[src/rtl/pll_seq_pkg.sv]
package pll_seq_pkg;
  localparam int NUM_TXN    = 7;
  localparam int STREAM_TXN = 3;
  localparam int LAST_TXN   = NUM_TXN - 1;
  localparam int TXN_W      = $clog2(NUM_TXN);
  localparam int IDX_W      = 4;

  typedef struct packed {
    logic             latch;      // capture parameters
    logic             load;       // load next byte, drop chip select, clock low
    logic             rise;       // serial clock high
    logic             fall;       // serial clock low and advance one bit
    logic             csRelease;  // chip select high
    logic [TXN_W-1:0] txn;
    logic [IDX_W-1:0] byteIdx;
  } seqCmd_t;
endpackage

[src/rtl/pll_seq_dp.sv]
module pll_seq_dp
  import pll_seq_pkg::*;
(
  input  logic        clk,
  input  logic        rstN,
  input  seqCmd_t     cmd,
  input  logic [7:0]  intDiv,
  input  logic [19:0] fracMod,
  input  logic [19:0] fracNum,
  input  logic [3:0]  postDivA,
  input  logic [5:0]  postDivB,
  output logic        paramOk,
  output logic        spiCsN,
  output logic        spiSclk,
  output logic        spiMosi
);
  localparam int NUM_REGS = 9;

  logic [7:0]  nLat;
  logic [19:0] modLat, fracLat;
  logic [3:0]  p0Lat;
  logic [5:0]  p1Lat;
  logic [7:0]  shiftReg;
  logic [7:0]  regByte [NUM_REGS];
  logic [7:0]  nextByte;
  logic [3:0]  p0Code;

  assign paramOk = (intDiv >= 8'd64) && (postDivA >= 4'd4) && (postDivA <= 4'd11)
                   && (postDivB != 6'd0);

  assign p0Code = p0Lat - 4'd4;

  // regByte[k] holds register 0x11 + k
  always_comb begin
    regByte[0] = nLat;
    regByte[1] = modLat[19:12];
    regByte[2] = modLat[11:4];
    regByte[3] = {modLat[3:0], (fracLat == 20'd0) ? 4'hE : 4'h8};
    regByte[4] = fracLat[19:12];
    regByte[5] = fracLat[11:4];
    regByte[6] = {fracLat[3:0], 3'b000, p1Lat[5]};
    regByte[7] = {p1Lat[4:0], p0Code[2:0]};
    regByte[8] = 8'h80;
  end

  always_comb begin
    logic [7:0] addr, data;
    unique case (cmd.txn)
      TXN_W'(0): begin addr = 8'h1D; data = 8'h04; end
      TXN_W'(1): begin addr = 8'h0E; data = 8'h74; end
      TXN_W'(5): begin addr = 8'h0E; data = 8'hF4; end
      default:   begin addr = 8'h05; data = 8'h01; end
    endcase
    if (cmd.txn == TXN_W'(STREAM_TXN)) begin
      if (cmd.byteIdx == 4'd0)      nextByte = 8'h60;
      else if (cmd.byteIdx == 4'd1) nextByte = 8'h19;
      else                          nextByte = regByte[4'd10 - cmd.byteIdx];
    end else begin
      if (cmd.byteIdx == 4'd0)      nextByte = 8'h00;
      else if (cmd.byteIdx == 4'd1) nextByte = addr;
      else                          nextByte = data;
    end
  end

  always_ff @(posedge clk or negedge rstN) begin
    if (!rstN) begin
      nLat <= '0; modLat <= '0; fracLat <= '0; p0Lat <= 4'd4; p1Lat <= 6'd1;
    end else if (cmd.latch) begin
      nLat <= intDiv; modLat <= fracMod; fracLat <= fracNum;
      p0Lat <= postDivA; p1Lat <= postDivB;
    end
  end

  always_ff @(posedge clk or negedge rstN) begin
    if (!rstN) begin
      shiftReg <= '0;
      spiCsN   <= 1'b1;
      spiSclk  <= 1'b0;
    end else begin
      if (cmd.load) begin
        shiftReg <= nextByte;
        spiCsN   <= 1'b0;
        spiSclk  <= 1'b0;
      end else if (cmd.fall) begin
        shiftReg <= {shiftReg[6:0], 1'b0};
        spiSclk  <= 1'b0;
      end else if (cmd.rise) begin
        spiSclk  <= 1'b1;
      end
      if (cmd.csRelease) spiCsN <= 1'b1;
    end
  end

  assign spiMosi = shiftReg[7];
endmodule

[src/rtl/pll_seq_ctrl.sv]
module pll_seq_ctrl
  import pll_seq_pkg::*;
#(
  parameter int HALF_DIV = 2
) (
  input  logic    clk,
  input  logic    rstN,
  input  logic    start,
  input  logic    refDouble,
  input  logic    paramOk,
  output seqCmd_t cmd,
  output logic    busy,
  output logic    done,
  output logic    paramErr
);
  localparam int TW = (HALF_DIV > 1) ? $clog2(HALF_DIV) : 1;

  typedef enum logic [2:0] {S_IDLE, S_LOAD, S_SHIFT, S_TAIL, S_GAP} state_t;

  state_t           state;
  logic [TW-1:0]    tickCnt;
  logic             tick;
  logic [TXN_W-1:0] txn;
  logic [2:0]       bitCnt;
  logic [IDX_W-1:0] byteIdx;
  logic [1:0]       gapCnt;
  logic             sclkHi;
  logic             lastByte;

  assign tick     = (tickCnt == TW'(HALF_DIV - 1));
  assign lastByte = (byteIdx == ((txn == TXN_W'(STREAM_TXN)) ? 4'd10 : 4'd2));

  always_ff @(posedge clk or negedge rstN) begin
    if (!rstN) tickCnt <= '0;
    else if (state inside {S_SHIFT, S_TAIL, S_GAP}) tickCnt <= tick ? '0 : tickCnt + 1'b1;
    else tickCnt <= '0;
  end

  always_comb begin
    cmd         = '0;
    cmd.txn     = txn;
    cmd.byteIdx = (state == S_LOAD) ? '0 : byteIdx + 1'b1;
    unique case (state)
      S_IDLE:  cmd.latch = start && paramOk;
      S_LOAD:  cmd.load  = 1'b1;
      S_SHIFT: if (tick) begin
                 if (!sclkHi) cmd.rise = 1'b1;
                 else if (bitCnt == 3'd7 && !lastByte) cmd.load = 1'b1;
                 else cmd.fall = 1'b1;
               end
      S_TAIL:  cmd.csRelease = tick;
      default: ;
    endcase
  end

  always_ff @(posedge clk or negedge rstN) begin
    if (!rstN) begin
      state <= S_IDLE; txn <= '0; bitCnt <= '0; byteIdx <= '0; gapCnt <= '0;
      sclkHi <= 1'b0; busy <= 1'b0; done <= 1'b0; paramErr <= 1'b0;
    end else begin
      done     <= 1'b0;
      paramErr <= 1'b0;
      unique case (state)
        S_IDLE: if (start) begin
          if (paramOk) begin
            busy  <= 1'b1;
            txn   <= refDouble ? TXN_W'(0) : TXN_W'(1);
            state <= S_LOAD;
          end else begin
            paramErr <= 1'b1;
          end
        end
        S_LOAD: begin
          byteIdx <= '0; bitCnt <= '0; sclkHi <= 1'b0; state <= S_SHIFT;
        end
        S_SHIFT: if (tick) begin
          if (!sclkHi) sclkHi <= 1'b1;
          else begin
            sclkHi <= 1'b0;
            if (bitCnt == 3'd7) begin
              bitCnt <= '0;
              if (lastByte) state <= S_TAIL;
              else byteIdx <= byteIdx + 1'b1;
            end else begin
              bitCnt <= bitCnt + 1'b1;
            end
          end
        end
        S_TAIL: if (tick) begin
          if (txn == TXN_W'(LAST_TXN)) begin
            busy <= 1'b0; done <= 1'b1; state <= S_IDLE;
          end else begin
            gapCnt <= '0; state <= S_GAP;
          end
        end
        S_GAP: if (tick) begin
          gapCnt <= gapCnt + 1'b1;
          if (gapCnt == 2'd3) begin
            txn <= txn + 1'b1; state <= S_LOAD;
          end
        end
        default: state <= S_IDLE;
      endcase
    end
  end
endmodule

[src/rtl/pll_freq_seq.sv]
module pll_freq_seq
  import pll_seq_pkg::*;
#(
  parameter int HALF_DIV = 2
) (
  input  logic        clk,
  input  logic        rstN,
  input  logic        start,
  input  logic        refDouble,
  input  logic [7:0]  intDiv,
  input  logic [19:0] fracMod,
  input  logic [19:0] fracNum,
  input  logic [3:0]  postDivA,
  input  logic [5:0]  postDivB,
  output logic        spiCsN,
  output logic        spiSclk,
  output logic        spiMosi,
  output logic        busy,
  output logic        done,
  output logic        paramErr
);
  seqCmd_t cmd;
  logic    paramOk;

  pll_seq_ctrl #(.HALF_DIV(HALF_DIV)) ctrl_i (
    .clk(clk), .rstN(rstN), .start(start), .refDouble(refDouble), .paramOk(paramOk),
    .cmd(cmd), .busy(busy), .done(done), .paramErr(paramErr)
  );

  pll_seq_dp dp_i (
    .clk(clk), .rstN(rstN), .cmd(cmd), .intDiv(intDiv), .fracMod(fracMod),
    .fracNum(fracNum), .postDivA(postDivA), .postDivB(postDivB), .paramOk(paramOk),
    .spiCsN(spiCsN), .spiSclk(spiSclk), .spiMosi(spiMosi)
  );
endmodule

[config.mk]
export PLATFORM = sky130hd
export DESIGN_NAME = pll_freq_seq
export DESIGN_NICKNAME = d
export VERILOG_FILES = /design/src/rtl/pll_seq_pkg.sv /design/src/rtl/pll_seq_dp.sv /design/src/rtl/pll_seq_ctrl.sv /design/src/rtl/pll_freq_seq.sv
export SDC_FILE = /design/constraint.sdc
export NUM_CORES = 1
export LEC_CHECK = 0
export BUFFER_PORTS_ARGS = -buffer_cell sky130_fd_sc_hd__buf_2
export CORE_UTILIZATION = 50
export DETAILED_ROUTE_END_ITERATION = 8
export PLACE_DENSITY = 0.74
export SLEW_MARGIN = 20
export SYNTH_ARGS = -nofsm -noshare
export SYNTH_HDL_FRONTEND = slang
export SYNTH_SLANG_ARGS = --single-unit
[constraint.sdc]
create_clock -name clk -period 3.7 [get_ports clk]
set_input_delay 0.185 -clock clk [delete_from_list [all_inputs] [get_ports clk]]
set_output_delay 0.185 -clock clk [all_outputs]
set_load 0.05 [all_outputs]
* After elaboration in Yosys (flattened, before gate mapping)
Cells that the tools add are included.
** Operators by class
- $add $sub $neg :: 7
- $lt $le $gt $ge :: 4
- Equality and inequality tests :: 24
- Muxes and demuxes :: 75
- Bitwise operators :: 1
- Reductions and logical operators :: 27
** Operators by type and width (count)
- $mux 8 :: 9
- $mux 3 :: 19
- $bmux 8 s4 :: 1
- $mux 1 :: 26
- $mux 4 :: 6
- $pmux 8 s3 :: 1
- $logic_not 20->1 :: 1
- $pmux 3 s5 :: 1
- $reduce_and 5->1 :: 3
- $eq 3x3->1 const B :: 4
- $ne 2x1->1 const B :: 6
- $ne 2x2->1 const B :: 6
- $pmux 3 s2 :: 2
- $reduce_bool 2->1 :: 6
- $pmux 5 s2 :: 1
- $eq 3x2->1 const B :: 3
- $reduce_and 9->1 :: 1
- $ge 8x7->1 const B :: 1
- $mux 2 :: 4
- $pmux 4 s2 :: 1
- $add 3x1->3 const B :: 2
- $eq 3x1->1 const B :: 2
- $logic_not 3->1 :: 2
- $pmux 1 s2 :: 3
- other kinds (22) :: 27
** Storage, ports and cells
- Register bits :: 87
- Bits of input ports :: 62
- Output and inout bits :: 6

* Logic depth before layout (Yosys ltp)
- Depth in word-level cells :: 12
- Depth in mapped cells :: 12
- Mapped depth without buffers :: 11

* Hierarchy
From an unflattened synthesis, not the netlist that was laid out.
** Second synthesis, totals
- Cell total of the unflattened synthesis :: 400
- Area, all modules :: 4621.9 µm²
** Modules (own cells, without submodules)
- pll_seq_dp :: instances 1, cells an instance 282, area an instance 3464.6 µm², seq. area each 1680.4 µm²
- pll_seq_ctrl :: instances 1, cells an instance 118, area an instance 1157.4 µm², seq. area each 500.5 µm²

* Worst setup path after synthesis
No wires, ideal clock.
- Path kind :: register to register
- Start :: register ctrl_i.state[1]
- End :: register dp_i.shiftReg[4]
- Setup time :: 0.136 ns
- Data arrival time :: 2.856 ns
- Required time :: 3.564 ns
- Path slack :: 0.707 ns
- Stages on the path, launching flop included :: 12
- Buffers on the path :: 2
- Clock period less this slack :: 2.993 ns
- Cell sequence :: dfrtp_1 -> buf_6 -> or3b_4 -> nand2_8 -> inv_6 -> clkbuf_1 -> ha_1 -> or3_1 -> nand2_1 -> mux2_2 -> a2111oi_4 -> a211oi_1
** Between the ends
- Word-level cells in the longest chain between the ends :: 11
** RTL lines
- start: declaration :: RTL line pll_seq_ctrl.sv:20 : state_t state;
- start signal: assignment :: RTL line pll_seq_ctrl.sv:58 : state <= S_IDLE; txn <= '0; bitCnt <= '0; byteIdx <= '0; gapCnt <= '0;
- start signal: assignment :: RTL line pll_seq_ctrl.sv:68 : state <= S_LOAD;
- start signal: assignment :: RTL line pll_seq_ctrl.sv:74 : byteIdx <= '0; bitCnt <= '0; sclkHi <= 1'b0; state <= S_SHIFT;
- $eq 3x1->1 :: RTL line pll_seq_ctrl.sv:42, pll_seq_ctrl.sv:43
- $mux 4 :: RTL line pll_seq_ctrl.sv:42 : cmd.byteIdx = (state == S_LOAD) ? '0 : byteIdx + 1'b1;
- $sub 4x4->4 :: RTL line pll_seq_dp.sv:57 : else nextByte = regByte[4'd10 - cmd.byteIdx];
- $not 4->5 (not written as such) :: RTL line pll_seq_dp.sv:57
- $bmux 8 s4 :: RTL line pll_seq_dp.sv:57
- $mux 8 (not written as such) (2 in series) :: RTL line pll_seq_dp.sv:57
- $mux 8 :: RTL line pll_seq_dp.sv:56 : else if (cmd.byteIdx == 4'd1) nextByte = 8'h19;
- $mux 8 :: RTL line pll_seq_dp.sv:55 : if (cmd.byteIdx == 4'd0) nextByte = 8'h60;
- $mux 8 :: RTL line pll_seq_dp.sv:54 : if (cmd.txn == TXN_W'(STREAM_TXN)) begin
- $mux 8 :: RTL line pll_seq_dp.sv:80 : if (cmd.load) begin
- end signal: assignment :: RTL line pll_seq_dp.sv:81 : shiftReg <= nextByte;
- end signal: assignment :: RTL line pll_seq_dp.sv:85 : shiftReg <= {shiftReg[6:0], 1'b0};
- end: declaration :: RTL line pll_seq_dp.sv:23 : logic [7:0] shiftReg;
Several ways; a longest one is shown, not always the timed one. The select of a mux whose other input is x is not followed.
A chain may end at the register's enable or synchronous reset.

* Worst setup path in the final report
- Start :: register ctrl_i.byteIdx[0]
- End :: register dp_i.shiftReg[4]
** Between the ends
- Word-level cells in the longest chain between the ends :: 11
** RTL lines
- start: declaration :: RTL line pll_seq_ctrl.sv:25 : logic [IDX_W-1:0] byteIdx;
- start signal: assignment :: RTL line pll_seq_ctrl.sv:83 : else byteIdx <= byteIdx + 1'b1;
- $add 4x1->4 :: RTL line pll_seq_ctrl.sv:42
- $mux 4 :: RTL line pll_seq_ctrl.sv:42
- $sub 4x4->4 :: RTL line pll_seq_dp.sv:57
- $not 4->5 (not written as such) :: RTL line pll_seq_dp.sv:57
- $bmux 8 s4 :: RTL line pll_seq_dp.sv:57
- $mux 8 (not written as such) (2 in series) :: RTL line pll_seq_dp.sv:57
- $mux 8 :: RTL line pll_seq_dp.sv:56
- $mux 8 :: RTL line pll_seq_dp.sv:55
- $mux 8 :: RTL line pll_seq_dp.sv:54
- $mux 8 :: RTL line pll_seq_dp.sv:80
Several ways; a longest one is shown, not always the timed one. The select of a mux whose other input is x is not followed.

==> out/qor.yml <==
final_cells: 604
place_inst: 588
yosys.area_share.simple_pct: 13.52
diodes: 0
final_hold_viol_count: 0
ioPinCount: 68
rsz0062_at_grt: "no"
grt_overflow: 0
cts.clk_slew.worst_paths_ns: 0.10
max_slew_margin_pct: 47.98
total_power_mw: 1.632
final_cell_mix: "dfrtp_1 (84), buf_2 (66), mux2_2 (62), nand2_1 (48), o21ai_0 (24)"
port_buffers: 67
layout_commonest_cell: "dfrtp_1"
syn_area_um2: 4702
grt_first_pass_wirelength_mm: 17.37
placed_area_um2: 5142
hp-class: "in2reg"
synth_compound_area_share_pct: 11.92
final_util_pct: 58.26
synth-seq-cells: 87
drt_first_pass_iters: 6
synth_top_family_by_area: "multiplexers"
synth_enable_flop_cells: 0
synth_nets: 503
viasPerCell: 5.954
setup_slack_ns: 0.4715
startpoint_type: "register"
setup_tns_ns: 0
muxShareOfSynthArea_pct: 19.98
drt.antenna.violating_nets: 0
fin_area_um2: 5333
synthToLayoutAreaGrowth_pct: 13.41
clock_path_buffers: 2
critPathMaxFanout: 14
fin_crit_ns: 3.228
intPower_mw: 1.228
powerDensity_nw_per_um2: 306.1
cap_viol_max_count: 0
numCtsBuffers: 9
postCtsSetupRepairBufs: 0
finalMaxSlewViolations: 0
cp.required_ns: 3.92
gp_congestion: 0.9832
synth_cells: 427
h-tree-depth: 3
num_vias: 3596
finalSetupViolCount: 0
antenna_found_initial: 0
p_sw_share_pct: 24.76
status: "finished, final reports clean"
multi_input_area_um2: 2374
cp-end-kind: "register"
avgSynthCellArea_um2: 11.01
synthArstFlopShare_pct: 100.0
max_freq_ghz: 0.3097
num_rows: 35
synth_cell_type_count: 61
synth_adder_area_share_pct: 3.725
wirelength_mm: 10.51
synth-xor-area-share_pct: 1.304
grt_pass1_vias: 3501
combinationalPowerShare_pct: 3.5
grt_max_degree: 88
seq_area_um2: 2181
layout-drive-gt1-share_pct: 34.28
cts.sinks: 87
cts_resized: 0
nNetsFinal: 565
drc: 0
clkPwrFrac_pct: 38.3
seqPwrFrac_pct: 58.2
fill_cells: 783
wl_per_cell_um: 17.40
p_sw_uw: 404.1
hold_slack_ns: 0.04072
start_util_pct: 51.37
die_x_um: 98.98
worst_ep_arrival_time_ns: 3.45
clk_latency_ns: 0.37
ir_drop_v: 0.0001907
worst_pin_slew_ns: 0.7804
cts_root_buf: "clkbuf_8"
crit_type: "reg2reg"
dpl.hpwl_mm: 7.774
coreArea_um2: 9153
track_usage_pct: 22.80
dieArea_um2: 9796
dp_slack_ns: 0.5534
die_y_um: 98.98
ys.warnings.count: 0
cts_tree: "yes"
finClkSkew_ns: 0.01297
yosysSeqAreaShare_pct: 46.38
drtIter0Drc: 231
synth_flop_cell: "dfrtp_1"
p_leak_nw: 2.578
period_share_pct: 87.26
## layer usage
layer,global-route usage [%],wire [um]
met1,30.11,4600
met2,37.65,5083
met3,4.610,549
met4,7.692,274
met5,0,0
## synthesized netlist by cell type (all sizes together), types with 10 or more instances
cell type  instances  area share (%)
ha                14             3.7
o21ai             25             2.7
mux2              62              15
nor2              21             1.7
a21oi             15             1.7
dfrtp             84              45
nand2             49             4.3
clkbuf            16             1.3
inv               10            0.90
nand3             12             1.3
## cell type report
class                   instances  area share, %
clock buffers                   9          2.323
flip-flops and latches         87          40.90
multi-input cells             305          44.51
inverters                      11         0.8681
clock inverters                 6         0.9855
well taps                     111          2.604
repair buffers                 75          7.813
## cell families (layout without fill, tap and decap cells)
family | after synthesis | in the layout
mux | 75 | 75
simple gates | 127 | 127
xor+xnor | 7 | 7
flops | 87 | 87
compound gates | 82 | 82
buf+inv | 35 | 101
fa+ha+maj | 14 | 14
## state kept, by name (all words and copies together), names as in the netlist, 4 cells and up
| signal | flops |
|---|---|
| dp_i.fracLat | 20 |
| dp_i.modLat | 20 |
| dp_i.nLat | 8 |
| dp_i.shiftReg | 8 |
| dp_i.p1Lat | 6 |
| ctrl_i.byteIdx | 4 |
## path summary, 6_finish.rpt
kind	startpoint	end	slack (ns)	depth (start not counted)
worst max-delay path	ctrl_i.byteIdx[0]$_DFFE_PN0P_	dp_i.shiftReg[4]$_DFFE_PN0P_	0.47	8
worst min-delay path	intDiv[5]	dp_i.nLat[5]$_DFFE_PN0P_	0.04	2
worst max register to register	ctrl_i.byteIdx[0]$_DFFE_PN0P_	dp_i.shiftReg[4]$_DFFE_PN0P_	0.47	8
worst min register to register	ctrl_i.bitCnt[2]$_DFFE_PN0P_	ctrl_i.bitCnt[2]$_DFFE_PN0P_	0.48	2
max in group asynchronous	rstN	dp_i.modLat[0]$_DFFE_PN0P_	2.72	2
min in group asynchronous	rstN	ctrl_i.byteIdx[1]$_DFFE_PN0P_	0.44	2
## worst max-delay path: stages (launching register included)
cell and delay, ns:
dfrtp_1 0.59, inv_1 0.22, ha_1 0.39, or2b_1 0.29, ha_1 0.36, mux4_2 0.50
mux2_2 0.30, a2111oi_4 0.33, a211oi_1 0.09
## power groups by stage
stage / Clock [mW] / Sequential, mW / Combinational (mW)
4_1_cts: 0.644 / 0.950 / 0.0583
3_3_place_gp: 0 / 0.969 / 0.0564
6_report: 0.625 / 0.950 / 0.0572
5_1_grt: 0.672 / 0.950 / 0.0653
3_5_place_dp: 0 / 0.969 / 0.0583
2_1_floorplan: 0 / 0.969 / 0.00352
## timing repair
| item | 4_1_cts | 5_1_grt |
|---|---|---|
| endpoints found under the hold margin | 0 | 84 |
| endpoints found under the setup margin | 0 | 0 |
| hold buffers | 0 | 1 |
(Power assumes the default switching activity.)
